[config.mk]
export PLATFORM = sky130hd
export DESIGN_NAME = mdio_master
export DESIGN_NICKNAME = d
export VERILOG_FILES = /design/src/rtl/mdio_pkg.sv /design/src/rtl/mdio_mdc_gen.sv /design/src/rtl/mdio_frame_eng.sv /design/src/rtl/mdio_regs.sv /design/src/rtl/mdio_master.sv
export SDC_FILE = /design/constraint.sdc
export NUM_CORES = 1
export LEC_CHECK = 0
export BUFFER_PORTS_ARGS = -buffer_cell sky130_fd_sc_hd__clkbuf_2
export CAP_MARGIN = 20
export CORE_MARGIN = 3
export CORE_UTILIZATION = 62
export DETAILED_ROUTE_END_ITERATION = 12
export GPL_TIMING_DRIVEN = 0
export PLACE_DENSITY = 0.81
export SETUP_SLACK_MARGIN = 0.2
export SLEW_MARGIN = 20
export SYNTH_ARGS = -nofsm -noshare
export SYNTH_HDL_FRONTEND = slang
export SYNTH_SLANG_ARGS = --single-unit
[constraint.sdc]
create_clock -name clk -period 7.7 [get_ports clk]
set_input_delay 1.54 -clock clk [delete_from_list [all_inputs] [get_ports clk]]
set_output_delay 1.54 -clock clk [all_outputs]
set_load 0.02 [all_outputs]
[src/rtl/mdio_pkg.sv]
package mdio_pkg;
  localparam int FRAME_LEN = 64;
  localparam int PRE_LEN   = 32;
  localparam int IDX_W     = $clog2(FRAME_LEN);
  localparam int RD_W      = 16;
  localparam logic [IDX_W-1:0] IDX_LAST    = IDX_W'(FRAME_LEN - 1);
  localparam logic [IDX_W-1:0] IDX_RELEASE = IDX_W'(PRE_LEN + 15);
  localparam logic [IDX_W-1:0] IDX_SAMPLE  = IDX_W'(PRE_LEN + 16);
  localparam logic [1:0] OP_READ = 2'b10;
  localparam logic [1:0] RA_CMD   = 2'd0;
  localparam logic [1:0] RA_STAT  = 2'd1;
  localparam logic [1:0] RA_SPEED = 2'd2;
endpackage

[src/rtl/mdio_mdc_gen.sv]
module mdio_mdc_gen #(
  parameter int DIV_W = 6
) (
  input  logic             clk,
  input  logic             rst,
  input  logic             run,
  input  logic [DIV_W-1:0] half,
  output logic             mdc,
  output logic             rise_tick,
  output logic             fall_tick
);
  logic [DIV_W-1:0] cnt;
  logic [DIV_W-1:0] lim;
  logic             wrap;

  assign lim       = (half == '0) ? DIV_W'(1) : half;
  assign wrap      = run && (cnt == lim - 1'b1);
  assign rise_tick = wrap && !mdc;
  assign fall_tick = wrap && mdc;

  always_ff @(posedge clk) begin
    if (rst || !run) begin
      cnt <= '0;
      mdc <= 1'b0;
    end else if (wrap) begin
      cnt <= '0;
      mdc <= ~mdc;
    end else begin
      cnt <= cnt + 1'b1;
    end
  end

  // a fresh high phase lasts more than one cycle when H > 1
  assert_mdc_high_hold_R3: assert property (@(posedge clk) disable iff (rst)
    (run && $rose(mdc) && lim > DIV_W'(1)) |=> mdc);
endmodule

[src/rtl/mdio_frame_eng.sv]
module mdio_frame_eng
  import mdio_pkg::*;
(
  input  logic            clk,
  input  logic            rst,
  input  logic            start,
  input  logic [31:0]     cmd,
  input  logic            rise_tick,
  input  logic            fall_tick,
  input  logic            mdio_i,
  output logic            busy,
  output logic            done,
  output logic            mdio_o,
  output logic            mdio_oe,
  output logic [RD_W-1:0] rd_val
);
  logic [FRAME_LEN-1:0] shreg;
  logic [IDX_W-1:0]     k;
  logic [IDX_W-1:0]     k_nxt;
  logic                 is_rd;

  assign k_nxt = k + 1'b1;
  assign done  = busy && fall_tick && (k == IDX_LAST);

  always_ff @(posedge clk) begin
    if (rst) begin
      busy    <= 1'b0;
      shreg   <= '0;
      k       <= '0;
      is_rd   <= 1'b0;
      mdio_o  <= 1'b1;
      mdio_oe <= 1'b0;
      rd_val  <= '0;
    end else if (start && !busy) begin
      busy    <= 1'b1;
      shreg   <= {{PRE_LEN{1'b1}}, cmd};
      k       <= '0;
      is_rd   <= (cmd[29:28] == OP_READ);
      mdio_o  <= 1'b1;
      mdio_oe <= 1'b1;
    end else if (busy) begin
      if (rise_tick && is_rd && (k >= IDX_SAMPLE))
        rd_val <= {rd_val[RD_W-2:0], mdio_i};
      if (fall_tick) begin
        if (k == IDX_LAST) begin
          busy    <= 1'b0;
          mdio_oe <= 1'b0;
          mdio_o  <= 1'b1;
        end else begin
          k       <= k_nxt;
          shreg   <= {shreg[FRAME_LEN-2:0], 1'b0};
          mdio_o  <= shreg[FRAME_LEN-2];
          mdio_oe <= !(is_rd && (k_nxt >= IDX_RELEASE));
        end
      end
    end
  end

  // MDIO only moves on an MDC falling edge during a frame
  assert_mdio_hold_R2: assert property (@(posedge clk) disable iff (rst)
    (busy && !fall_tick) |=> $stable(mdio_o));
  // completion drops busy and releases the line
  assert_done_release_R6: assert property (@(posedge clk) disable iff (rst)
    done |=> (!busy && !mdio_oe));
  // line released during turnaround tail and data of a read
  assert_read_release_R5: assert property (@(posedge clk) disable iff (rst)
    (busy && is_rd && (k >= IDX_RELEASE)) |-> !mdio_oe);
endmodule

[src/rtl/mdio_regs.sv]
module mdio_regs
  import mdio_pkg::*;
#(
  parameter int DIV_W    = 6,
  parameter int DEF_HALF = 10
) (
  input  logic             clk,
  input  logic             rst,
  input  logic             we,
  input  logic [1:0]       addr,
  input  logic [31:0]      wdata,
  input  logic             busy,
  input  logic             done,
  input  logic [RD_W-1:0]  rd_val,
  output logic             start,
  output logic [DIV_W-1:0] half,
  output logic [31:0]      rdata
);
  localparam int PAD_W = 31 - DIV_W;

  logic [31:0] data_q;
  logic        event_q;

  assign start = we && (addr == RA_CMD) && !busy;

  always_ff @(posedge clk) begin
    if (rst) begin
      data_q  <= '0;
      event_q <= 1'b0;
      half    <= DIV_W'(DEF_HALF);
      rdata   <= '0;
    end else begin
      if (start)
        data_q <= wdata;
      else if (done && (data_q[29:28] == OP_READ))
        data_q[RD_W-1:0] <= rd_val;

      if (done)
        event_q <= 1'b1;
      else if (we && (addr == RA_STAT) && wdata[0])
        event_q <= 1'b0;

      if (we && (addr == RA_SPEED))
        half <= wdata[DIV_W:1];

      case (addr)
        RA_CMD:   rdata <= data_q;
        RA_STAT:  rdata <= {30'b0, busy, event_q};
        RA_SPEED: rdata <= {{PAD_W{1'b0}}, half, 1'b0};
        default:  rdata <= '0;
      endcase
    end
  end

  // completion always raises the event
  assert_event_set_R6: assert property (@(posedge clk) disable iff (rst)
    done |=> event_q);
  // command writes during a frame leave the data register alone
  assert_busy_ignore_R8: assert property (@(posedge clk) disable iff (rst)
    (busy && !done && we && addr == RA_CMD) |=> $stable(data_q));
  // writing a zero to the event bit keeps it
  assert_w1c_zero_R7: assert property (@(posedge clk) disable iff (rst)
    (event_q && we && addr == RA_STAT && !wdata[0]) |=> event_q);
endmodule

[src/rtl/mdio_master.sv]
module mdio_master
  import mdio_pkg::*;
#(
  parameter int DIV_W    = 6,
  parameter int DEF_HALF = 10
) (
  input  logic        clk,
  input  logic        rst,
  input  logic        reg_we,
  input  logic [1:0]  reg_addr,
  input  logic [31:0] reg_wdata,
  output logic [31:0] reg_rdata,
  output logic        mdc,
  output logic        mdio_o,
  output logic        mdio_oe,
  input  logic        mdio_i
);
  logic             start;
  logic             busy;
  logic             done;
  logic             rise_tick;
  logic             fall_tick;
  logic [DIV_W-1:0] half;
  logic [RD_W-1:0]  rd_val;

  mdio_regs #(.DIV_W(DIV_W), .DEF_HALF(DEF_HALF)) u_regs (
    .clk(clk), .rst(rst), .we(reg_we), .addr(reg_addr), .wdata(reg_wdata),
    .busy(busy), .done(done), .rd_val(rd_val), .start(start),
    .half(half), .rdata(reg_rdata)
  );

  mdio_mdc_gen #(.DIV_W(DIV_W)) u_clk (
    .clk(clk), .rst(rst), .run(busy), .half(half), .mdc(mdc),
    .rise_tick(rise_tick), .fall_tick(fall_tick)
  );

  mdio_frame_eng u_eng (
    .clk(clk), .rst(rst), .start(start), .cmd(reg_wdata),
    .rise_tick(rise_tick), .fall_tick(fall_tick), .mdio_i(mdio_i),
    .busy(busy), .done(done), .mdio_o(mdio_o), .mdio_oe(mdio_oe),
    .rd_val(rd_val)
  );
endmodule

==> flow_metrics.py, run 1 <==
metrics = {
    "sta": {
        "tns_ns": 0,
        "worst_pin_slew_ns": 0.769,
        "setup-violations-final": 0,
        "period_needed_ns": 3.51,
        "skew_ns": 0.0114,
        "fmax_mhz": 285,
        "finalHoldViolCount": 0,
        "final.period_utilization_pct": 45.5,
        "rsz0062_at_grt": "no",
        "maxSlewHeadroom_pct": 48.5,
        "finalMaxSlewViolations": 0,
    },
    "clock_tree": {
        "cts_setup_buffers": 0,
        "path_clk_slew_ns": 0.07,
        "cts_root_buf": "clkbuf_8",
        "cts-buffers-inserted": 17,
        "clkLatencyLatePin_ns": 0.55,
        "ctsResizeCount": 0,
        "cts_buffer_depth": 2,
        "cts_tree": "built",
        "cts_hold_buf": 0,
        "cts.sinks": 167,
        "htreeDepth": 4,
    },
    "finish": {
        "multiInputGateArea_um2": 3040,
        "final_common_cell": "dfxtp_1",
        "n_fill_cell": 779,
        "regArea_um2": 3340,
        "layout_common_cells": "dfxtp_1, nor2_1, clkbuf_2",
        "drive_gt1_share_pct": 14.4,
        "final_nets": 880,
        "fin_cells": 985,
        "n_antenna_cell": 0,
        "syn_to_final_growth_pct": 16.5,
    },
    "setup_path": {
        "start_kind": "flop",
        "end_kind": "flop",
        "worstPathRequired_ns": 8.11,
        "worstSetupPathType": "flop to flop",
        "critPathArrivalTime_ns": 3.92,
        "critical_path_peak_fanout": 10,
    },
    "power_and_ir_drop": {
        "clkPwrFrac_pct": 44.9,
        "share_comb_of_total_power_pct": 5.6,
        "pwr-share-seq_pct": 49.5,
        "switching_share_pct": 23.3,
        "powerDensity_nw_per_um2": 235,
        "power.static_leakage_nw": 2.90,
        "ir_worst_vdd_mv": 0.174,
        "p_sw_mw": 0.426,
        "p_int_mw": 1.40,
    },
    "status": {
        "run_status": "finished clean",
    },
    "die": {
        "die_w_um": 110,
        "core_area_um2": 10400,
        "rows": 37,
        "start_util_pct": 64.2,
        "die_area_um2": 12100,
        "pin_count": 73,
        "die_h_um": 110,
    },
    "synth": {
        "yosysSeqAreaShare_pct": 50.0,
        "syn_area_per_cell_um2": 8.95,
        "synth_cell_type_count": 49,
        "yosysTopAreaCell": "dfxtp_1",
        "ys_warn_count": 0,
        "ys_ff_latch": 167,
        "synth_edf_count": 0,
        "synth_area_leaders": "dfxtp_1, a211oi_1, nor2_1",
        "synth_nets": 789,
        "synth_cells": 747,
        "yosys_most_used_dff": "dfxtp_1",
        "synth-async-reset-ratio_pct": 0,
        "synth_top_area_share_pct": 50.0,
        "syn_area_um2": 6690,
    },
    "global_route": {
        "overflow": 0,
        "antenna_found_initial": 0,
        "grt_pass1_vias": 5822,
        "gr-usage-all-layers_pct": 31.0,
        "grtUsageMet2_pct": 49.0,
        "grt_max_degree": 17,
        "met1_usage_pct": 39.4,
        "grt_pass1_wl_um": 28600,
        "top_usage_layer": "met2",
        "grt_use_met3_pct": 7.46,
    },
    "routing": {
        "wirelength_um": 18200,
        "drt_iter0_markers": 626,
        "firstDrtPassIters": 5,
        "drc": 0,
        "wl_per_cell_um": 18.4,
        "ant_nets": 0,
        "vias": 6106,
        "via_per_inst": 6.20,
    },
    "flow_run": {
        "cap_viol_max_count": 0,
    },
    "placement": {
        "gp_congestion": 0.906,
        "dpl.cell_count": 955,
        "port_buffers": 72,
        "dp_hpwl_um": 12600,
    },
    "hold_path": {
        "hold_path_class": "flop to flop",
    },
}
-- cell type report --
type / instances / area share [%]
Buffer: 69 / 3.63
Clock buffer: 19 / 5.67
Clock inverter: 11 / 1.62
Inverter: 8 / 0.385
Multi-Input combinational cell: 503 / 39.0
Sequential cell: 167 / 42.9
Tap cell: 136 / 2.18
Timing Repair Buffer: 72 / 4.63
-- path summary, 6_finish.rpt --
path | start | endpoint | slack (ns) | depth (start not counted)
min reg2reg | u_regs.data_q[31] | u_regs.data_q[31] | 0.46 | 2
min | u_regs.data_q[31] | u_regs.data_q[31] | 0.46 | 2
max reg2reg | u_regs.half[2] | u_eng.shreg[4] | 4.19 | 12
max | u_regs.half[2] | u_eng.shreg[4] | 4.19 | 12
-- synthesized netlist by cell type, types with 8 or more instances --
| library cell | number |
|---|---|
| and2_1 | 25 |
| nor2_1 | 79 |
| nand2_1 | 40 |
| a311oi_1 | 9 |
| clkbuf_1 | 56 |
| mux2i_1 | 27 |
| a32oi_1 | 20 |
| a31oi_1 | 24 |
| nor3_1 | 32 |
| a211oi_1 | 47 |
| nand2b_1 | 24 |
| nand3_1 | 33 |
| dfxtp_1 | 167 |
| a21oi_1 | 48 |
| o211ai_1 | 10 |
| o21ai_0 | 35 |
| inv_1 | 8 |
-- per-stage QoR --
stage,area [um^2],power (mW),hold WS [ns],utilization (%),worst slack (ns)
CTS,7790,1.83,0.455,74.8,4.24
detailed placement,7220,1.02,0.443,69.3,3.95
global route,7790,1.89,0.473,74.8,3.97
floorplan,6690,0.983,0.429,-,4.54
global placement,7220,1.02,0.436,69.3,3.63
finish,7790,1.83,0.455,74.8,4.19
-- worst max-delay path, cell delays in order (launching register included) --
cell,delay (ns)
dfxtp_1,0.38
or4_4,0.54
o21bai_1,0.21
inv_1,0.07
ha_1,0.31
xor2_1,0.17
o211ai_1,0.13
a211oi_1,0.40
nand3_1,0.22
clkbuf_1,0.29
clkbuf_1,0.30
o211ai_1,0.26
a21oi_1,0.10
-- per-layer routing --
| layer | wire length [um] | vias to the layer above |
|---|---|---|
| li1 | - | 2855 |
| met1 | 7340 | 2935 |
| met2 | 8810 | 269 |
| met3 | 1450 | 47 |
| met4 | 554 | 0 |
| met5 | 0 | - |
-- power by group through the flow --
stage	clock (mW)	combinational [mW]	sequential (mW)
5_1_grt	0.866	0.113	0.908
4_1_cts	0.823	0.101	0.905
3_5_place_dp	0	0.0996	0.924
6_report	0.823	0.103	0.906
2_1_floorplan	0	0.0615	0.922
3_3_place_gp	0	0.0955	0.922
-- cell families after synthesis --
group | count (synthesis) | share of synthesized area (%)
DFF | 167 | 50.0
adders and majority gates | 5 | 0.898
muxes | 27 | 4.04
AOI/OAI and AO/OA | 204 | 20.1
buffers and inverters | 77 | 4.68
and+or+nand+nor | 257 | 18.9
xor gates and xnor gates | 10 | 1.42
-- state kept, by name (all words and copies together), names as in the netlist, 6 cells and up --
| register | flops |
|---|---|
| u_eng.shreg | 63 |
| u_regs.data_q | 32 |
| u_regs.rdata | 32 |
| u_eng.rd_val | 16 |
| u_clk.cnt | 6 |
| u_eng.k | 6 |
| u_regs.half | 6 |
No activity file was read; power rests on OpenSTA's default activity.
==> inputs of run 2 (changes only) <==
Settings changed: CORE_UTILIZATION 62 to 58, PLACE_DENSITY 0.81 to 0.76.
Clock period 7.7 ns to 3.4 ns, I/O delays scaled along.
==> run 2 against run 1 <==
  * Worst hold slack worse by 0.0010 ns
  * Final area up 2.1%
  * Clock skew shrank 0.0042 ns
  * Combinational power grew 130%
  * Routed wire length up 0.62%
==> flow_metrics.py, run 2 (synthesis gave the netlist of run 1 again) <==
metrics = {
    "finish": {
        "syn_to_final_growth_pct": 18.9,
        "multiInputGateArea_um2": 3080,
        "regMostFlops": "u_eng.shreg",
        "final_common_cell": "dfxtp_1",
        "n_fill_cell": 854,
        "n_antenna_cell": 0,
        "reg.largest.list": "u_eng.shreg: 63 flops, u_regs.data_q: 32 flops, u_regs.rdata: 32 flops",
        "regArea_um2": 3350,
        "largest_register_ffs": 63,
        "final_nets": 884,
        "final_area_um2": 7950,
        "drive_gt1_share_pct": 15.7,
        "fin_cells": 994,
        "layout_common_cells": "dfxtp_1, nor2_1, clkbuf_2",
    },
    "routing": {
        "vias": 6120,
        "via_per_inst": 6.16,
        "drc": 0,
        "drt_iter0_markers": 602,
        "firstDrtPassIters": 6,
        "ant_nets": 0,
        "wl_per_cell_um": 18.4,
        "wirelength_um": 18300,
    },
    "clock_tree": {
        "cts_hold_buf": 0,
        "cts_tree": "built",
        "cts-buffers-inserted": 17,
        "htreeDepth": 4,
        "path_clk_slew_ns": 0.06,
        "cts_root_buf": "clkbuf_16",
        "clkLatencyLatePin_ns": 0.42,
        "cts_buffer_depth": 2,
        "cts.sinks": 167,
    },
    "flow_run": {
        "cap_viol_max_count": 0,
    },
    "die": {
        "die_w_um": 113,
        "core_area_um2": 11000,
        "rows": 38,
        "die_h_um": 113,
        "start_util_pct": 60.6,
        "pin_count": 73,
        "die_area_um2": 12900,
    },
    "sta": {
        "finalHoldViolCount": 0,
        "skew_ns": 0.00723,
        "final.period_utilization_pct": 90.5,
        "tns_ns": 0,
        "setup-violations-final": 0,
        "rsz0062_at_grt": "no",
        "fmax_mhz": 325,
        "period_needed_ns": 3.08,
        "hold_ws_ns": 0.454,
        "finalMaxSlewViolations": 0,
        "maxSlewHeadroom_pct": 51.1,
        "worst_pin_slew_ns": 0.730,
    },
    "setup_path": {
        "critPathArrivalTime_ns": 3.40,
        "start_kind": "flop",
        "r2r-end": "u_eng.shreg[46]",
        "reg2reg_depth": 12,
        "worst-r2r-setup-slack_ns": 0.32,
        "end_kind": "flop",
        "worstPathRequired_ns": 3.72,
        "worstReg2RegStart": "u_regs.half[1]",
        "critical_path_peak_fanout": 10,
        "worstSetupPathType": "flop to flop",
    },
    "power_and_ir_drop": {
        "power_mw": 4.34,
        "ir_worst_vdd_mv": 0.357,
        "powerDensity_nw_per_um2": 546,
        "power.static_leakage_nw": 2.96,
    },
    "global_route": {
        "grt_pass1_vias": 5900,
        "antenna_found_initial": 0,
        "grt_pass1_wl_um": 29200,
        "grt_max_degree": 17,
        "overflow": 0,
        "gr-usage-all-layers_pct": 28.4,
    },
    "placement": {
        "dpl.cell_count": 959,
        "dp_hpwl_um": 12600,
        "port_buffers": 72,
        "gp_congestion": 0.860,
        "dpl-instance-area_um2": 7220,
    },
    "hold_path": {
        "hold_path_startpoint": "u_regs.data_q[23]",
        "hold_path_class": "flop to flop",
        "hold_depth": 2,
        "holdPathEnd": "u_regs.data_q[23]",
    },
    "status": {
        "run_status": "finished clean",
    },
}
[run 2: changes by cell type in the layout (fill, tap and decap cells not counted), moves of 3 or more]
cell       previous run  this run
buf_2                 7         4
bufinv_16             2         5
clkbuf_8              3         0
clkbuf_2             72        76
clkinv_4              4         0
buf_6                 1         5
[run 2: area by class of cell]
type	count	area share (%)
multi-input cells	503	38.7
inverters	8	0.378
well taps	140	2.20
flip-flops and latches	167	42.1
clock buffers	22	5.58
plain buffers	69	3.95
repair buffers	76	4.91
clock inverters	9	2.20
[run 2: worst max-delay path by stage]
stage / startpoint / end
2_1_floorplan: u_regs.half[2] / u_eng.shreg[57]
3_3_place_gp: u_regs.half[2] / u_eng.shreg[6]
3_5_place_dp: u_regs.half[2] / u_eng.shreg[60]
4_1_cts: u_regs.half[2] / u_eng.shreg[42]
5_1_grt: u_regs.half[1] / u_eng.shreg[42]
6_report: u_regs.half[1] / u_eng.shreg[46]
[run 2: critical path: stages, from the launching register on]
cell and delay (ns):
dfxtp_1 0.36, or4_4 0.58, o21bai_4 0.13, inv_1 0.06
ha_1 0.30, xor2_1 0.15, o211ai_1 0.14, a211oi_2 0.28
and3_4 0.27, buf_6 0.16, nand2_4 0.11, buf_6 0.20
a211oi_1 0.23
[run 2: where the power goes]
group / internal (mW) / switching [mW] / total, mW
clock network: 1.30 / 0.759 / 2.06
logic: 0.0874 / 0.145 / 0.233
registers: 2.02 / 0.0357 / 2.05
total: 3.40 / 0.939 / 4.34
[run 2: timing repair]
action	CTS	global route
setup endpoints to repair	56	91
pin swaps	0	4
gates resized for setup	8	20
setup buffers	0	4
[run 2: per-stage QoR]
step / util [%] / worst slack, ns
finish: 72.1 / 0.322
global route: 72.1 / 0.168
CTS: 71.3 / 0.186
detailed placement: 65.5 / 0.0776
global placement: 65.5 / 0.138
floorplan: - / 0.559
[run 2: per-layer routing]
layer  GRT usage, %  part of all wire, %
met1           37.1                   42
met2           46.7                   48
met3           5.20                  7.2
met4           11.5                  2.4
met5              0                    0
